<file path="src/rtl/fcsr_pkg.sv">
package fcsr_pkg;
  localparam logic [4:0] SUB_MFC = 5'b00010;
  localparam logic [4:0] SUB_MTC = 5'b00110;
  localparam logic [4:0] IDX_ID  = 5'd0;
  localparam logic [4:0] IDX_CS  = 5'd31;
  localparam int CS_COND  = 23;
  localparam int CS_FS    = 24;
  localparam int CAUSE_LO = 12;
  localparam int ENA_LO   = 7;
  localparam int FLAG_LO  = 2;

  typedef struct packed {
    logic wrCs;
    logic rdId;
    logic rdCs;
    logic cmpUpd;
    logic causeUpd;
  } strobe_t;
endpackage

</file>
<file path="src/rtl/fcsr_ctrl.sv">
module fcsr_ctrl
  import fcsr_pkg::*;
#(
  parameter int UNIT_NUM = 1,
  parameter int UNIT_W   = 2
) (
  input  logic              clk,
  input  logic              rstN,
  input  logic              reqValid,
  input  logic [4:0]        reqSubOp,
  input  logic [4:0]        reqIndex,
  input  logic [31:0]       reqLow,
  input  logic              cuEnable,
  input  logic              kernelMode,
  input  logic              cmpValid,
  input  logic              causeValid,
  output strobe_t           strb,
  output logic              readValid,
  output logic              excReserved,
  output logic              excUnusable,
  output logic [UNIT_W-1:0] excUnit,
  output logic              excFpe
);
  localparam bit KERNEL_OK = (UNIT_NUM == 0);

  logic usable, rsvd, unus, fpe;

  assign usable = cuEnable || (KERNEL_OK && kernelMode);

  always_comb begin
    strb          = '0;
    rsvd          = 1'b0;
    unus          = 1'b0;
    fpe           = 1'b0;
    strb.cmpUpd   = cmpValid;
    strb.causeUpd = causeValid;
    if (reqValid) begin
      if (!usable) begin
        unus = 1'b1;
      end else begin
        case (reqSubOp)
          SUB_MFC: begin
            if (reqIndex == IDX_ID)      strb.rdId = 1'b1;
            else if (reqIndex == IDX_CS) strb.rdCs = 1'b1;
            else                         rsvd = 1'b1;
          end
          SUB_MTC: begin
            if (reqIndex == IDX_CS) begin
              strb.wrCs = 1'b1;
              fpe = |(reqLow[CAUSE_LO+5:CAUSE_LO] & {1'b1, reqLow[ENA_LO+4:ENA_LO]});
            end else if (reqIndex != IDX_ID) begin
              rsvd = 1'b1;
            end
          end
          default: rsvd = 1'b1;
        endcase
      end
    end
  end

  always_ff @(posedge clk) begin
    if (!rstN) begin
      readValid   <= 1'b0;
      excReserved <= 1'b0;
      excUnusable <= 1'b0;
      excUnit     <= '0;
      excFpe      <= 1'b0;
    end else begin
      readValid   <= strb.rdId | strb.rdCs;
      excReserved <= rsvd;
      excUnusable <= unus;
      excUnit     <= unus ? UNIT_W'(UNIT_NUM) : '0;
      excFpe      <= fpe;
    end
  end


  exc_onehot_chk: assert property (@(posedge clk) disable iff (!rstN)
    $onehot0({excReserved, excUnusable, excFpe}));


  unusable_src_chk: assert property (@(posedge clk) disable iff (!rstN)
    excUnusable |-> $past(reqValid));


  fpe_src_chk: assert property (@(posedge clk) disable iff (!rstN)
    excFpe |-> $past(reqValid && reqSubOp == SUB_MTC && reqIndex == IDX_CS));


  reserved_src_chk: assert property (@(posedge clk) disable iff (!rstN)
    excReserved |-> ($past(reqValid) && !readValid));
endmodule

</file>
<file path="src/rtl/fcsr_regs.sv">
module fcsr_regs
  import fcsr_pkg::*;
#(
  parameter logic [7:0] REV = 8'h00,
  parameter logic [7:0] IMP = 8'h0B
) (
  input  logic        clk,
  input  logic        rstN,
  input  strobe_t     strb,
  input  logic [31:0] wrData,
  input  logic        cmpResult,
  input  logic [5:0]  causeBits,
  output logic [63:0] readData,
  output logic [1:0]  roundMode,
  output logic        flushDenorm,
  output logic        condition
);
  localparam logic [31:0] ID_WORD = {16'h0000, IMP, REV};

  logic [31:0] csReg, csNext;

  always_comb begin
    csNext = csReg;
    if (strb.wrCs) begin
      csNext = wrData;
    end else begin
      if (strb.cmpUpd) csNext[CS_COND] = cmpResult;
      if (strb.causeUpd) begin
        csNext[CAUSE_LO+5:CAUSE_LO] = causeBits;
        csNext[FLAG_LO+4:FLAG_LO] = csReg[FLAG_LO+4:FLAG_LO]
                                  | (causeBits[4:0] & ~csReg[ENA_LO+4:ENA_LO]);
      end
    end
  end

  always_ff @(posedge clk) begin
    if (!rstN) begin
      csReg    <= '0;
      readData <= '0;
    end else begin
      csReg <= csNext;
      if (strb.rdId)      readData <= {{32{ID_WORD[31]}}, ID_WORD};
      else if (strb.rdCs) readData <= {{32{csReg[31]}}, csReg};
    end
  end

  assign roundMode   = csReg[1:0];
  assign flushDenorm = csReg[CS_FS];
  assign condition   = csReg[CS_COND];


  cmp_cond_chk: assert property (@(posedge clk) disable iff (!rstN)
    (strb.cmpUpd && !strb.wrCs) |=> (condition == $past(cmpResult)));


  flags_sticky_chk: assert property (@(posedge clk) disable iff (!rstN)
    !strb.wrCs |=> ((csReg[FLAG_LO+4:FLAG_LO] & $past(csReg[FLAG_LO+4:FLAG_LO]))
                    == $past(csReg[FLAG_LO+4:FLAG_LO])));


  mode_hold_chk: assert property (@(posedge clk) disable iff (!rstN)
    !strb.wrCs |=> ($stable(roundMode) && $stable(flushDenorm)));
endmodule

</file>
<file path="src/rtl/fcsr_unit.sv">
module fcsr_unit
  import fcsr_pkg::*;
#(
  parameter int         UNIT_NUM = 1,
  parameter int         UNIT_W   = 2,
  parameter logic [7:0] REV      = 8'h00,
  parameter logic [7:0] IMP      = 8'h0B
) (
  input  logic              clk,
  input  logic              rstN,
  input  logic              reqValid,
  input  logic [4:0]        reqSubOp,
  input  logic [4:0]        reqIndex,
  input  logic [63:0]       reqData,
  input  logic              cuEnable,
  input  logic              kernelMode,
  input  logic              cmpValid,
  input  logic              cmpResult,
  input  logic              causeValid,
  input  logic [5:0]        causeBits,
  output logic              readValid,
  output logic [63:0]       readData,
  output logic              excReserved,
  output logic              excUnusable,
  output logic [UNIT_W-1:0] excUnit,
  output logic              excFpe,
  output logic [1:0]        roundMode,
  output logic              flushDenorm,
  output logic              condition
);
  strobe_t strb;

  fcsr_ctrl #(.UNIT_NUM(UNIT_NUM), .UNIT_W(UNIT_W)) u_ctrl (
    .clk(clk), .rstN(rstN), .reqValid(reqValid), .reqSubOp(reqSubOp),
    .reqIndex(reqIndex), .reqLow(reqData[31:0]), .cuEnable(cuEnable),
    .kernelMode(kernelMode), .cmpValid(cmpValid), .causeValid(causeValid),
    .strb(strb), .readValid(readValid), .excReserved(excReserved),
    .excUnusable(excUnusable), .excUnit(excUnit), .excFpe(excFpe)
  );

  fcsr_regs #(.REV(REV), .IMP(IMP)) u_regs (
    .clk(clk), .rstN(rstN), .strb(strb), .wrData(reqData[31:0]),
    .cmpResult(cmpResult), .causeBits(causeBits), .readData(readData),
    .roundMode(roundMode), .flushDenorm(flushDenorm), .condition(condition)
  );
endmodule

</file>
<file path="config.mk">
export PLATFORM = sky130hd
export DESIGN_NAME = fcsr_unit
export DESIGN_NICKNAME = d
export VERILOG_FILES = /design/src/rtl/fcsr_pkg.sv /design/src/rtl/fcsr_ctrl.sv /design/src/rtl/fcsr_regs.sv /design/src/rtl/fcsr_unit.sv
export SDC_FILE = /design/constraint.sdc
export NUM_CORES = 1
export LEC_CHECK = 0
export BUFFER_PORTS_ARGS = -buffer_cell sky130_fd_sc_hd__buf_2
export CELL_PAD_IN_SITES_DETAIL_PLACEMENT = 1
export CELL_PAD_IN_SITES_GLOBAL_PLACEMENT = 2
export CORE_ASPECT_RATIO = 1.4
export CORE_MARGIN = 8
export CORE_UTILIZATION = 26
export DETAILED_ROUTE_END_ITERATION = 6
export GPL_TIMING_DRIVEN = 0
export PLACE_DENSITY = 0.76
export SLEW_MARGIN = 20
export SYNTH_ARGS = -nofsm -noshare
export SYNTH_HDL_FRONTEND = slang
export SYNTH_HIERARCHICAL = 1
export SYNTH_SLANG_ARGS = --single-unit
</file>
<file path="constraint.sdc">
create_clock -name clk -period 1.9 [get_ports clk]
set_input_delay 0 -clock clk [delete_from_list [all_inputs] [get_ports clk]]
set_output_delay 0 -clock clk [all_outputs]
set_load 0.02 [all_outputs]
</file>
**Word-level counts from Yosys, hierarchy flattened**

Cells that the tools add are included.

- Equal/unequal tests: 3
- Muxes and demuxes: 23
- Bitwise logic cells: 6
- Reductions and logical operators: 9

Operator list:

| operator | count |
|---|---|
| $mux 12 | 2 |
| $mux 1 | 13 |
| $mux 6 | 2 |
| $mux 5 | 2 |
| $and 6x6->6 | 1 |
| $mux 3 | 2 |
| $reduce_bool 2->1 | 3 |
| $reduce_or 6->1 | 1 |
| $and 5x5->5 | 1 |
| $eq 5x2->1 const B | 1 |
| $eq 5x3->1 const B | 1 |
| $eq 5x5->1 const B | 1 |
| $logic_not 5->1 | 1 |
| $not 5->5 | 1 |
| $or 5x5->5 | 1 |
| $reduce_and 5->1 | 1 |
| $reduce_bool 5->1 | 1 |
| $reduce_and 3->1 | 1 |
| $mux 2 | 1 |
| $pmux 1 s2 | 1 |
| $reduce_or 2->1 | 1 |
| $not 1->1 | 1 |
| $or 1x1->1 | 1 |

- Flip-flop bits (word level): 70
- Input bits: 88
- Word-level logic and storage cells: 51

**Depth between registers and ports, before layout**

Gate-level depths: netlist of the first run.

- Depth after elaboration: 8
- Depth in mapped cells: 8

**Modules after synthesis**

Netlist of the first run, hierarchy kept.

Modules (own cells, without submodules):

| module | times used | cells each | area each (µm²) | sequential area each (µm²) |
|---|---|---|---|---|
| fcsr_regs | 1 | 256 | 2,824.0 | 1,281.2 |
| fcsr_ctrl | 1 | 30 | 284.0 | 80.1 |

**Least setup slack after synthesis of the first run**

Ideal clock, no wire load.

- Path kind: input to register
- Start point: input reqSubOp[4]
- End point: register u_regs.readData[10]
- Library setup time: 0.117 ns
- Data arrival time: 1.222 ns
- Setup slack: 0.561 ns
- Cell stages on the path: 8
- Buffers on the path: 3
- Cells stage by stage: nor4b_4 nand4b_1 nor2b_1 buf_6 buf_12 buf_12 mux2i_1 nor2_1

RTL lines:

| what | RTL line | text |
|---|---|---|
| from (decl) | fcsr_unit.sv:12 | `input logic [4:0] reqSubOp,` |
| to (signal assigned) | fcsr_regs.sv:42 | `if (strb.rdId) readData <= {{32{ID_WORD[31]}}, ID_WORD};` |
| to (signal assigned) | fcsr_regs.sv:43 | `else if (strb.rdCs) readData <= {{32{csReg[31]}}, csReg};` |
| to (decl) | fcsr_regs.sv:13 | `output logic [63:0] readData,` |

**Worst setup path after layout of the first run**

- Start point: input rstN
- End point: register u_ctrl.excReserved

- Longest elaborated chain between the ends: 1

Ends and longest elaborated chain:

| what | RTL line | text |
|---|---|---|
| from (decl) | fcsr_unit.sv:10 | `input logic rstN,` |
| $reduce_and 3->1 (no source line) | - |  |
| to (signal assigned) | fcsr_ctrl.sv:70 | `excReserved <= rsvd;` |
| to (decl) | fcsr_ctrl.sv:19 | `output logic excReserved,` |

No other way between the ends.
A chain may end at the register's enable or synchronous reset.

==> flow_summary_export.csv, run 1 <==
group,metric,value,unit
outcome,run_status,"finished, final reports clean",
finish,final_instance_area,4450,um^2
die,dieArea,15800,um^2
synthesis,combinational_family_with_the_most_area_after_synthesis,"multiplexers",
die,die_height,145,um
place,routabilityCongestion,0.707,
route,drtAntennaViolNets,0,
place,dp_wirelength,7.43,mm
worst_hold_path,hp-start,"reqData[2]",
synthesis,synthesis.nets,374,
route,routed_wire_length_per_instance,15.9,um
cts,cts_tree,"yes",
route,detail_route.first_pass.iterations,4,
timing,timing.final.crit_share,90.6,%
power,leakagePower,2.11,nW
cts,clkLatencyLatePin,0.33,ns
route,dr.first_iter.drc_count,43,
place,place.port_buffers,125,
global_route,grt_pass1_wl,15.3,mm
global_route,grt_pass1_vias,2843,
finish,drive_gt1_share,47.0,%
timing,skew,0.00287,ns
synthesis,synth.top_cell.area_share,43.8,%
finish,finish.net_count,536,
worst_setup_path,setup.worst_path.start_class,"input pin",
finish,layout_commonest_cell,"buf_2",
synthesis,postSynthCellCount,286,
synthesis,post-synth-top-area-cell,"dfxtp_1",
global_route,maximum_number_of_pins_on_one_net_before_global_route_repair,35,
finish,finish.cell_count_without_fillers,600,
worst_hold_path,min_to,"u_regs/csReg[2]$_SDFFE_PN0P_",
synthesis,yosys.area_share.adder,0,%
synthesis,synth_simple_gate_area_share,15.9,%
timing,grt_setup_unrepaired,"no",
cts,cts.repair_timing.setup_buffer_count,0,
worst_hold_path,hold_path.class,"in -> reg",
place,placed_cells,558,
power,power,3.19,mW
route,via_count,2562,
cts,clock_tree.htree_level_count,3,
cts,clkSlewWorstSetupHoldPaths,0.05,ns
timing,fin_ws,0.179,ns
timing,totalNegativeSetupSlack,0,ns
timing,worst_pin_slew,0.538,ns
power,power_density,717,nW/um^2
cts,cts_repair_resize_count,0,
cts,clock_sink_count,68,
route,drc,0,
place,placement_stage_worst_setup_slack,0.131,ns
synthesis,synth.mux.area_fraction,20.4,%
global_route,number_of_antenna_violations_at_the_first_check_in_global_routing,0,
timing,max_slew_margin,64.1,%
synthesis,synth.distinct_cells,29,
finish,most-common-layout-cells,"129 x buf_2, 67 x dfxtp_1, 49 x mux2i_1, 41 x buf_4, 30 x nor2_1",
route,drt-total-wl,9.56,mm
place,dp_area,3920,um^2
timing,fin_worst_hold_slack,0.0145,ns
die,die_x,108,um
timing,timing.final.hold_violations,0,
synthesis,postSynthAreaPerCell,10.9,um^2
worst_setup_path,crit_path_end_kind,"register",
timing,timing_max_transition_violations_final,0,
die,floorplan.initialDensity,26.4,%
route,vias_cell,4.27,
synthesis,synth-warning-count,6,
power,peakVddDrop,0.000367,V
cts,cts_inserted_buffers,9,
cts,clockRootBuffer,"clkbuf_16",
synthesis,synthXorXnorAreaFrac,0,%
worst_hold_path,timing.hold.worst_path_depth,3,
worst_setup_path,worstPathMaxFanout,3,
timing,finalWorstPathRequiredPeriod,1.72,ns
global_route,total_routing_usage_gr,12.4,%
timing,setup-violations-final,0,
synthesis,synth.area.top_cells,"dfxtp_1 44%, mux2i_1 16%, buf_4 9.9%",
die,design.core.area,11800,um^2
synthesis,synth-compound-area-share,5.60,%
synthesis,ys_seq_elements,68,
synthesis,synthesis.area,3110,um^2
worst_setup_path,reg2regPathDepth,2,
timing,max_clock_freq,0.581,GHz
finish,area_growth_from_synthesis_to_layout,43.2,%
cts,number_of_hold_buffers_added_after_cts,26,
global_route,global_route.overflow_total,0,
worst_setup_path,critical_path_arrival,1.93,ns
finish,finish.utilization,37.8,%
finish,num_antenna_cells,0,
worst_setup_path,critPathRequiredTime,2.11,ns
synthesis,ys_seq_area_share,43.8,%
worst_setup_path,path_class,"in -> reg",
die,boundaryPins,162,
die,rows,47,
cts,worst_case_clock_buffer_depth,2,
worst_setup_path,rrSetupSlack,0.90,ns
worst_setup_path,critical_path.reg2reg.endpoint,"u_regs/csReg[6]$_SDFFE_PN0P_",
worst_setup_path,regToRegStartpoint,"u_regs/csReg[11]$_SDFFE_PN0P_",
flow_run,timing.max_cap.violations,0,
## per-layer routing
| metal | up-vias | track usage (%) | routed length (um) |
|---|---|---|---|
| met5 | - | 0 | 0 |
| met4 | 0 | 4.95 | 163 |
| met1 | 1190 | 13.0 | 3720 |
| met2 | 99 | 21.5 | 4770 |
| met3 | 12 | 4.88 | 908 |
| li1 | 1261 | - | - |
## power by group
group	internal, mW	switching (mW)	leakage, nW
logic	0.136	0.0948	1.43
clock network	0.908	0.594	0.135
registers	1.44	0.0107	0.551
total	2.49	0.700	2.11
## layout make-up
class / instances / area, um^2
flip-flops and latches: 68 / 1360
well taps: 147 / 184
repair buffers: 151 / 886
multi-input cells: 163 / 1300
clock inverters: 5 / 27.5
plain buffers: 55 / 443
clock buffers: 11 / 243
fillers: 1379 / 7310
## cells in the mapped netlist
| cell type | count |
|---|---|
| nand2b_1 | 13 |
| o211a_1 | 7 |
| nor4b_2 | 1 |
| nor4_1 | 1 |
| nor4b_4 | 1 |
| nor2_1 | 30 |
| mux2i_1 | 49 |
| and3b_2 | 5 |
| buf_12 | 2 |
| nand2_1 | 2 |
| o21a_1 | 3 |
| nor3b_2 | 1 |
| o311a_1 | 5 |
| conb_1 | 1 |
| a31oi_1 | 1 |
| a21oi_1 | 2 |
| buf_2 | 4 |
| clkbuf_1 | 2 |
| mux2_2 | 6 |
| a22oi_1 | 2 |
| mux2_4 | 5 |
| nor2b_1 | 21 |
| nand3_1 | 1 |
| dfxtp_1 | 68 |
| buf_4 | 41 |
| buf_6 | 6 |
| and4_1 | 3 |
| nand4b_1 | 1 |
| and2_1 | 2 |
## kinds of logic after synthesis
logic type	after synthesis
AND/OR/NAND/NOR	82
flip-flops	68
multiplexers	60
buffers and inverters	55
AO/OA/AOI/OAI	20
other	1
## how the worst max path moves through the flow
stage | startpoint | to | slack, ns | cells after the start
CTS | u_regs/readData[31]$_SDFFE_PP0P_ | readData[57] | 0.14 | 2
finish | rstN | u_ctrl/excReserved$_SDFF_PN0_ | 0.18 | 6
floorplan | reqSubOp[4] | u_regs/readData[10]$_SDFFE_PP0P_ | 0.56 | 8
global placement | reqSubOp[4] | u_regs/readData[14]$_SDFFE_PP0P_ | 0.15 | 8
detailed placement | reqSubOp[4] | u_regs/readData[16]$_SDFFE_PP0P_ | 0.13 | 8
global route | reqSubOp[2] | u_regs/readData[16]$_SDFFE_PP0P_ | 0.1 | 8
## worst max-delay path, stage by stage
cell           delay, ns
dlygate4sd3_1       0.54
buf_2               0.15
nand3_1             0.08
dlygate4sd3_1       0.55
a21oi_1             0.04
dlygate4sd3_1       0.57
## sequential cells by signal (all words and copies together) (netlist names)
register,flops
u_ctrl/excReserved,1
u_regs/csReg,32
u_ctrl/excUnusable,1
u_regs/readData,32
u_ctrl/excFpe,1
u_ctrl/readValid,1
Power figures use the tool's default switching activity.
==> run 2: changes to the inputs <==
- CORE_UTILIZATION: 26 -> 25
- PLACE_DENSITY: 0.76 -> 0.74
==> run 2 against run 1 <==
  * Die area up 3.5%
  * Power rose by 2.3%
  * Non-clock buffer count unchanged
  * Fmax fell by 2.7%
  * Flip-flop and latch count unchanged
  * Sequential power about the same
  * Routed wire length up 0.76%
  * Global-route usage shrank 0.57 points
  * Register-to-register slack worse by 0.33 ns
  * Clock power increased by 5%
  * Setup slack lost 0.048 ns
==> flow_summary_export.csv, run 2 (same netlist as run 1, synthesis figures left out) <==
group,metric,value,unit
global_route,grt_pass1_wl,14.7,mm
power,leakagePower,2.12,nW
global_route,global_route.overflow_total,0,
worst_hold_path,hp-start,"reqData[3]",
worst_setup_path,regToRegStartpoint,"u_regs/readData[31]$_SDFFE_PP0P_",
worst_setup_path,critical_path.reg2reg.endpoint,"u_regs/readData[31]$_SDFFE_PP0P_",
die,boundaryPins,162,
timing,timing.final.hold_violations,0,
die,floorplan.initialDensity,25.4,%
finish,layout_commonest_cell,"buf_2",
timing,skew,0.00247,ns
timing,max_slew_margin,33.3,%
worst_setup_path,rrSetupSlack,0.57,ns
route,drc,0,
finish,area_growth_from_synthesis_to_layout,43.8,%
route,via_count,2514,
finish,drive_gt1_share,46.7,%
timing,totalNegativeSetupSlack,0,ns
timing,finalWorstPathRequiredPeriod,1.77,ns
finish,finish.net_count,536,
route,vias_cell,4.18,
route,drtAntennaViolNets,0,
outcome,run_status,"finished, final reports clean",
global_route,number_of_antenna_violations_at_the_first_check_in_global_routing,0,
timing,setup-violations-final,0,
worst_setup_path,top_cell_by_count_worst_path,"dlygate4sd3_1",
finish,num_antenna_cells,0,
worst_setup_path,crit_path_end_kind,"register",
worst_setup_path,crit_slowest_cell,"dlygate4sd3_1",
worst_setup_path,setup.worst_path.start_class,"input pin",
cts,clock_sink_count,68,
finish,most-common-layout-cells,"129 x buf_2, 68 x dfxtp_1, 49 x mux2i_1, 41 x buf_4, 30 x nor2_1",
flow_run,timing.max_cap.violations,0,
cts,clkLatencyLatePin,0.32,ns
finish,biggestRegsByFlops,"u_regs/csReg (32), u_regs/readData (32)",
global_route,maximum_number_of_pins_on_one_net_before_global_route_repair,35,
cts,worst_case_clock_buffer_depth,2,
finish,filler_cell_count,1427,
timing,grt_setup_unrepaired,"no",
die,design.core.area,12300,um^2
worst_setup_path,worstPathMaxFanout,5,
route,dr.first_iter.drc_count,66,
die,dieArea,16300,um^2
cts,clock_tree.htree_level_count,3,
worst_setup_path,critical_path_arrival,2.03,ns
route,detail_route.first_pass.iterations,4,
worst_setup_path,path_class,"in -> reg",
cts,clockRootBuffer,"clkbuf_16",
finish,finish.utilization,36.5,%
die,die_x,110,um
worst_setup_path,critical_path_depth,6,
timing,timing_max_transition_violations_final,0,
timing,max_clock_freq,0.565,GHz
worst_setup_path,crit_path_max_incr_delay,0.56,ns
die,die_height,148,um
power,peakVddDrop,0.000348,V
route,drt-total-wl,9.63,mm
place,place.port_buffers,125,
place,placed_cells,561,
global_route,grt_pass1_vias,2734,
power,power_density,730,nW/um^2
global_route,total_routing_usage_gr,11.9,%
cts,cts.repair_timing.setup_buffer_count,0,
cts,cts_tree,"yes",
worst_hold_path,hold_path.class,"in -> reg",
place,dp_wirelength,7.51,mm
cts,clkSlewWorstSetupHoldPaths,0.05,ns
worst_setup_path,worstPathCellList,"dlygate4sd3_1 > buf_2 > nand3_1 > dlygate4sd3_1 > a21oi_1 > dlygate4sd3_1",
timing,fin_worst_hold_slack,0.0132,ns
worst_setup_path,cp_top_family,"buffers and inverters",
worst_setup_path,reg2regPathDepth,2,
route,routed_wire_length_per_instance,16.0,um
worst_setup_path,critical_path_buf_inv_count,4,
timing,timing.final.crit_share,93.1,%
worst_hold_path,min_to,"u_regs/csReg[3]$_SDFFE_PN0P_",
timing,worst_pin_slew,0.999,ns
cts,cts_inserted_buffers,9,
worst_setup_path,critPathRequiredTime,2.16,ns
worst_hold_path,timing.hold.worst_path_depth,3,
die,rows,48,
place,routabilityCongestion,0.709,
finish,finish.cell_count_without_fillers,602,
[run 2: cell types whose count changed in the layout (fill, tap and decap cells not counted)]
| cell | before | now |
|---|---|---|
| dfxtp_1 | 67 | 68 |
| dfxtp_2 | 1 | 0 |
| clkinv_2 | 4 | 1 |
| clkinvlp_4 | 1 | 0 |
| clkbuf_8 | 1 | 4 |
[run 2: repair_timing]
item / 4_1_cts / 5_1_grt
setup endpoints to repair: 0 / 0
gates resized for setup: 0 / 0
hold buffers: 26 / 0
endpoints found under the hold margin: 24 / 0
[run 2: worst reg2reg max path, cell delays in order, from the launching register on]
cell     delay [ns]
dfxtp_1        0.97
mux2i_1        0.17
nor2_1         0.12
[run 2: worst max path at each step]
stage                                      from                                to  slack [ns]
4_1_cts        u_regs/readData[31]$_SDFFE_PP0P_                      readData[47]        0.15
3_5_place_dp                        reqSubOp[4]  u_regs/readData[10]$_SDFFE_PP0P_        0.12
6_report                               cuEnable     u_ctrl/excReserved$_SDFF_PN0_        0.13
2_1_floorplan                       reqSubOp[4]  u_regs/readData[10]$_SDFFE_PP0P_        0.56
5_1_grt        u_regs/readData[31]$_SDFFE_PP0P_                      readData[56]        0.03
3_3_place_gp                        reqSubOp[4]  u_regs/readData[16]$_SDFFE_PP0P_        0.14
[run 2: cell type report]
cell class,count,area (um^2),share of cell area (%)
well taps,150,188,4.20
repair buffers,151,886,19.8
multi-input cells,163,1300,29.2
plain buffers,55,443,9.91
clock inverters,1,5.00,0.112
flip-flops and latches,68,1360,30.5
clock buffers,14,284,6.35
[run 2: routing by layer]
metal / share of wire, % / routed length, um / up-vias / track usage, %
met5: 0 / 0 / - / 0
met4: 1.8 / 178 / 0 / 4.82
met3: 7.9 / 758 / 12 / 2.83
met2: 50 / 4780 / 93 / 20.4
met1: 41 / 3910 / 1152 / 13.5
li1: - / - / 1257 / -
[run 2: metrics by stage]
step,worst slack (ns),total power [mW],instance area (um^2)
floorplan,0.561,1.58,3110
global placement,0.138,1.67,3920
detailed placement,0.124,1.68,3920
CTS,0.152,3.31,4470
global route,0.0254,3.40,4470
finish,0.131,3.26,4470
[run 2: where the power goes]
| group | internal [mW] | leakage [nW] | total (mW) | switching [mW] |
|---|---|---|---|---|
| registers | 1.45 | 0.550 | 1.46 | 0.0104 |
| logic | 0.136 | 1.43 | 0.231 | 0.0950 |
| clock network | 1.02 | 0.145 | 1.58 | 0.559 |
| total | 2.60 | 2.12 | 3.26 | 0.665 |
==> run 3: changes to the inputs <==
- ABC_AREA: not set -> 1
- CORE_UTILIZATION: 25 -> 23
- PLACE_DENSITY: 0.74 -> 0.77
- RECOVER_POWER: not set -> 50
==> run 3 against run 2 <==
  * Sequential share of layout area is 0.75 points higher
  * Via count grew 21%
  * Non-clock buffer count up 11
  * Synthesized area is 4.0% lower
  * Cell count is 20% higher
  * Critical endpoint is now u_regs/csReg[5]$_SDFFE_PN0P_
  * Largest power group unchanged
==> flow_summary_export.csv, run 3 <==
group,metric,value,unit
power,leakagePower,2.06,nW
finish,num_antenna_cells,0,
synthesis,synthesis.area,2980,um^2
worst_setup_path,setup.worst_path.start_class,"input pin",
worst_setup_path,top_cell_by_count_worst_path,"inv_1",
timing,finalWorstPathRequiredPeriod,1.70,ns
worst_setup_path,reg2regPathDepth,2,
global_route,total_routing_usage_gr,12.8,%
global_route,grt_pass1_vias,3392,
die,floorplan.initialDensity,23.4,%
synthesis,synth.top_cell.area_share,45.6,%
route,dr.first_iter.drc_count,69,
timing,max_slew_margin,35.6,%
die,design.core.area,12800,um^2
worst_setup_path,path_class,"in -> reg",
global_route,grt_pass1_wl,16.9,mm
route,via_count,3051,
synthesis,ys_seq_elements,68,
finish,finish.utilization,34.2,%
cts,clockRootBuffer,"clkbuf_16",
finish,finish.net_count,653,
worst_setup_path,crit_path_end_kind,"register",
finish,drive_gt1_share,30.2,%
worst_setup_path,worstPathMaxFanout,10,
worst_setup_path,worstPathCellList,"dlygate4sd3_1 > buf_2 > inv_1 > nor3_2 > nand3_1 > nor2_1 > clkbuf_4 > inv_1 > clkbuf_2 > o21ai_0 > a21oi_1",
die,die_height,151,um
cts,clock_sink_count,68,
outcome,run_status,"finished, final reports clean",
synthesis,synth.area.top_cells,"dfxtp_1 46%, nand2_1 11%, buf_4 9.6%",
finish,most-common-layout-cells,"93 x buf_2, 90 x nand2_1, 68 x dfxtp_1, 46 x clkbuf_1, 42 x nor2_1",
timing,grt_setup_unrepaired,"no",
die,die_x,112,um
worst_hold_path,hold_path.class,"in -> reg",
timing,timing_max_transition_violations_final,0,
timing,timing.final.crit_share,89.6,%
cts,cts_tree,"yes",
place,routabilityCongestion,0.757,
die,boundaryPins,162,
synthesis,synth-warning-count,6,
route,detail_route.first_pass.iterations,4,
worst_setup_path,critPathRequiredTime,2.11,ns
synthesis,synth-edff-count,0,
worst_setup_path,critical_path_buf_inv_count,6,
synthesis,ys_top_cells_by_count,"90 x nand2_1, 68 x dfxtp_1, 42 x nor2_1",
worst_setup_path,cp_top_family,"buffers and inverters",
worst_setup_path,critical_path_depth,11,
finish,biggestRegsByFlops,"u_regs/csReg (32), u_regs/readData (32)",
worst_setup_path,rrSetupSlack,0.59,ns
place,place.port_buffers,125,
synthesis,ys_seq_area_share,45.6,%
place,dp_wirelength,8.21,mm
synthesis,postSynthCellCount,394,
cts,clkSlewWorstSetupHoldPaths,0.05,ns
cts,clkLatencyLatePin,0.33,ns
timing,timing.final.hold_violations,0,
route,routed_wire_length_per_instance,14.5,um
global_route,number_of_antenna_violations_at_the_first_check_in_global_routing,0,
worst_setup_path,crit_slowest_cell,"dlygate4sd3_1",
cts,worst_case_clock_buffer_depth,2,
cts,cts.repair_timing.setup_buffer_count,0,
synthesis,synthesis.nets,482,
route,drtAntennaViolNets,0,
synthesis,predominant_post_synthesis_flop_cell,"dfxtp_1",
route,drt-total-wl,10.5,mm
timing,worst_pin_slew,0.964,ns
synthesis,synth.distinct_cells,19,
timing,setup-violations-final,0,
timing,totalNegativeSetupSlack,0,ns
synthesis,postSynthAreaPerCell,7.57,um^2
power,power_density,744,nW/um^2
worst_setup_path,crit_path_max_incr_delay,0.51,ns
die,dieArea,16900,um^2
die,rows,49,
cts,clock_tree.htree_level_count,3,
route,drc,0,
cts,cts_inserted_buffers,9,
timing,max_clock_freq,0.588,GHz
power,peakVddDrop,0.000363,V
global_route,maximum_number_of_pins_on_one_net_before_global_route_repair,35,
finish,area_growth_from_synthesis_to_layout,46.3,%
synthesis,cell_with_the_most_instances_after_synthesis,"nand2_1",
flow_run,timing.max_cap.violations,0,
global_route,global_route.overflow_total,0,
worst_hold_path,timing.hold.worst_path_depth,5,
finish,layout_commonest_cell,"buf_2",
synthesis,async_flop_share,0,%
route,vias_cell,4.22,
timing,skew,0.00402,ns
synthesis,post-synth-top-area-cell,"dfxtp_1",
worst_setup_path,critical_path_arrival,1.92,ns
## run 3: changes by cell type after synthesis, moves of 23 or more
cell,delta
nand2_1,+88
nand3_1,+23
a21oi_1,+23
inv_1,+29
o21ai_0,+30
mux2i_1,-49
## run 3: cells by family after synthesis
family / Yosys count / share of synthesized area [%]
AND/OR/NAND/NOR: 159 / 21.6
buffers and inverters: 89 / 17.1
AO/OA/AOI/OAI: 77 / 15.6
flip-flops: 68 / 45.6
other: 1 / 0.126
## run 3: cell type report
cell class,count,area [um^2]
inverters,32,120
flip-flops and latches,68,1360
fillers,1629,8390
clock buffers,15,278
well taps,153,191
plain buffers,57,393
clock inverters,1,5.00
multi-input cells,237,1090
repair buffers,160,925
## run 3: layer usage
layer	GRT usage [%]	share of wire, %	vias up
li1	-	-	1552
met1	12.8	41	1386
met2	23.4	50	103
met3	4.90	7.1	10
met4	4.94	1.6	0
met5	0	0	-
## run 3: power by group
group	internal [mW]	switching, mW
Clock	0.989	0.566
Combinational	0.123	0.114
Sequential	1.45	0.00953
Total	2.56	0.690
## run 3: repair_timing
item | CTS | global route
endpoints found under the hold margin | 31 | 0
gates resized for setup | 0 | 5
endpoints found under the setup margin | 0 | 23
hold buffers | 35 | 0
## run 3: stage by stage
stage               hold WS (ns)  setup slack, ns  power [mW]  std cells  cell area, um^2
finish                   0.00500            0.198        3.25        723             4360
CTS                      0.00252            0.131        3.31        723             4430
global placement           0.224            0.373        1.66        672             3800
detailed placement         0.232            0.318        1.67        672             3800
floorplan                 0.0724            0.627        1.57        394             2980
global route              0.0248          0.00204        3.39        723             4360
## run 3: worst reg2reg max path, stage by stage (launching register included)
cell and delay [ns]:
dfxtp_1 0.95, nand2_1 0.16, a21oi_2 0.14
## run 3: path summary, 6_finish.rpt
| kind | startpoint | endpoint |
|---|---|---|
| worst max-delay path | cuEnable | u_regs/csReg[5]$_SDFFE_PN0P_ |
| worst min-delay path | cmpValid | u_regs/csReg[23]$_SDFFE_PN0P_ |
| worst max register to register | u_regs/readData[31]$_SDFFE_PP0P_ | u_regs/readData[31]$_SDFFE_PP0P_ |
| worst min register to register | u_regs/csReg[29]$_SDFFE_PN0P_ | u_regs/csReg[29]$_SDFFE_PN0P_ |
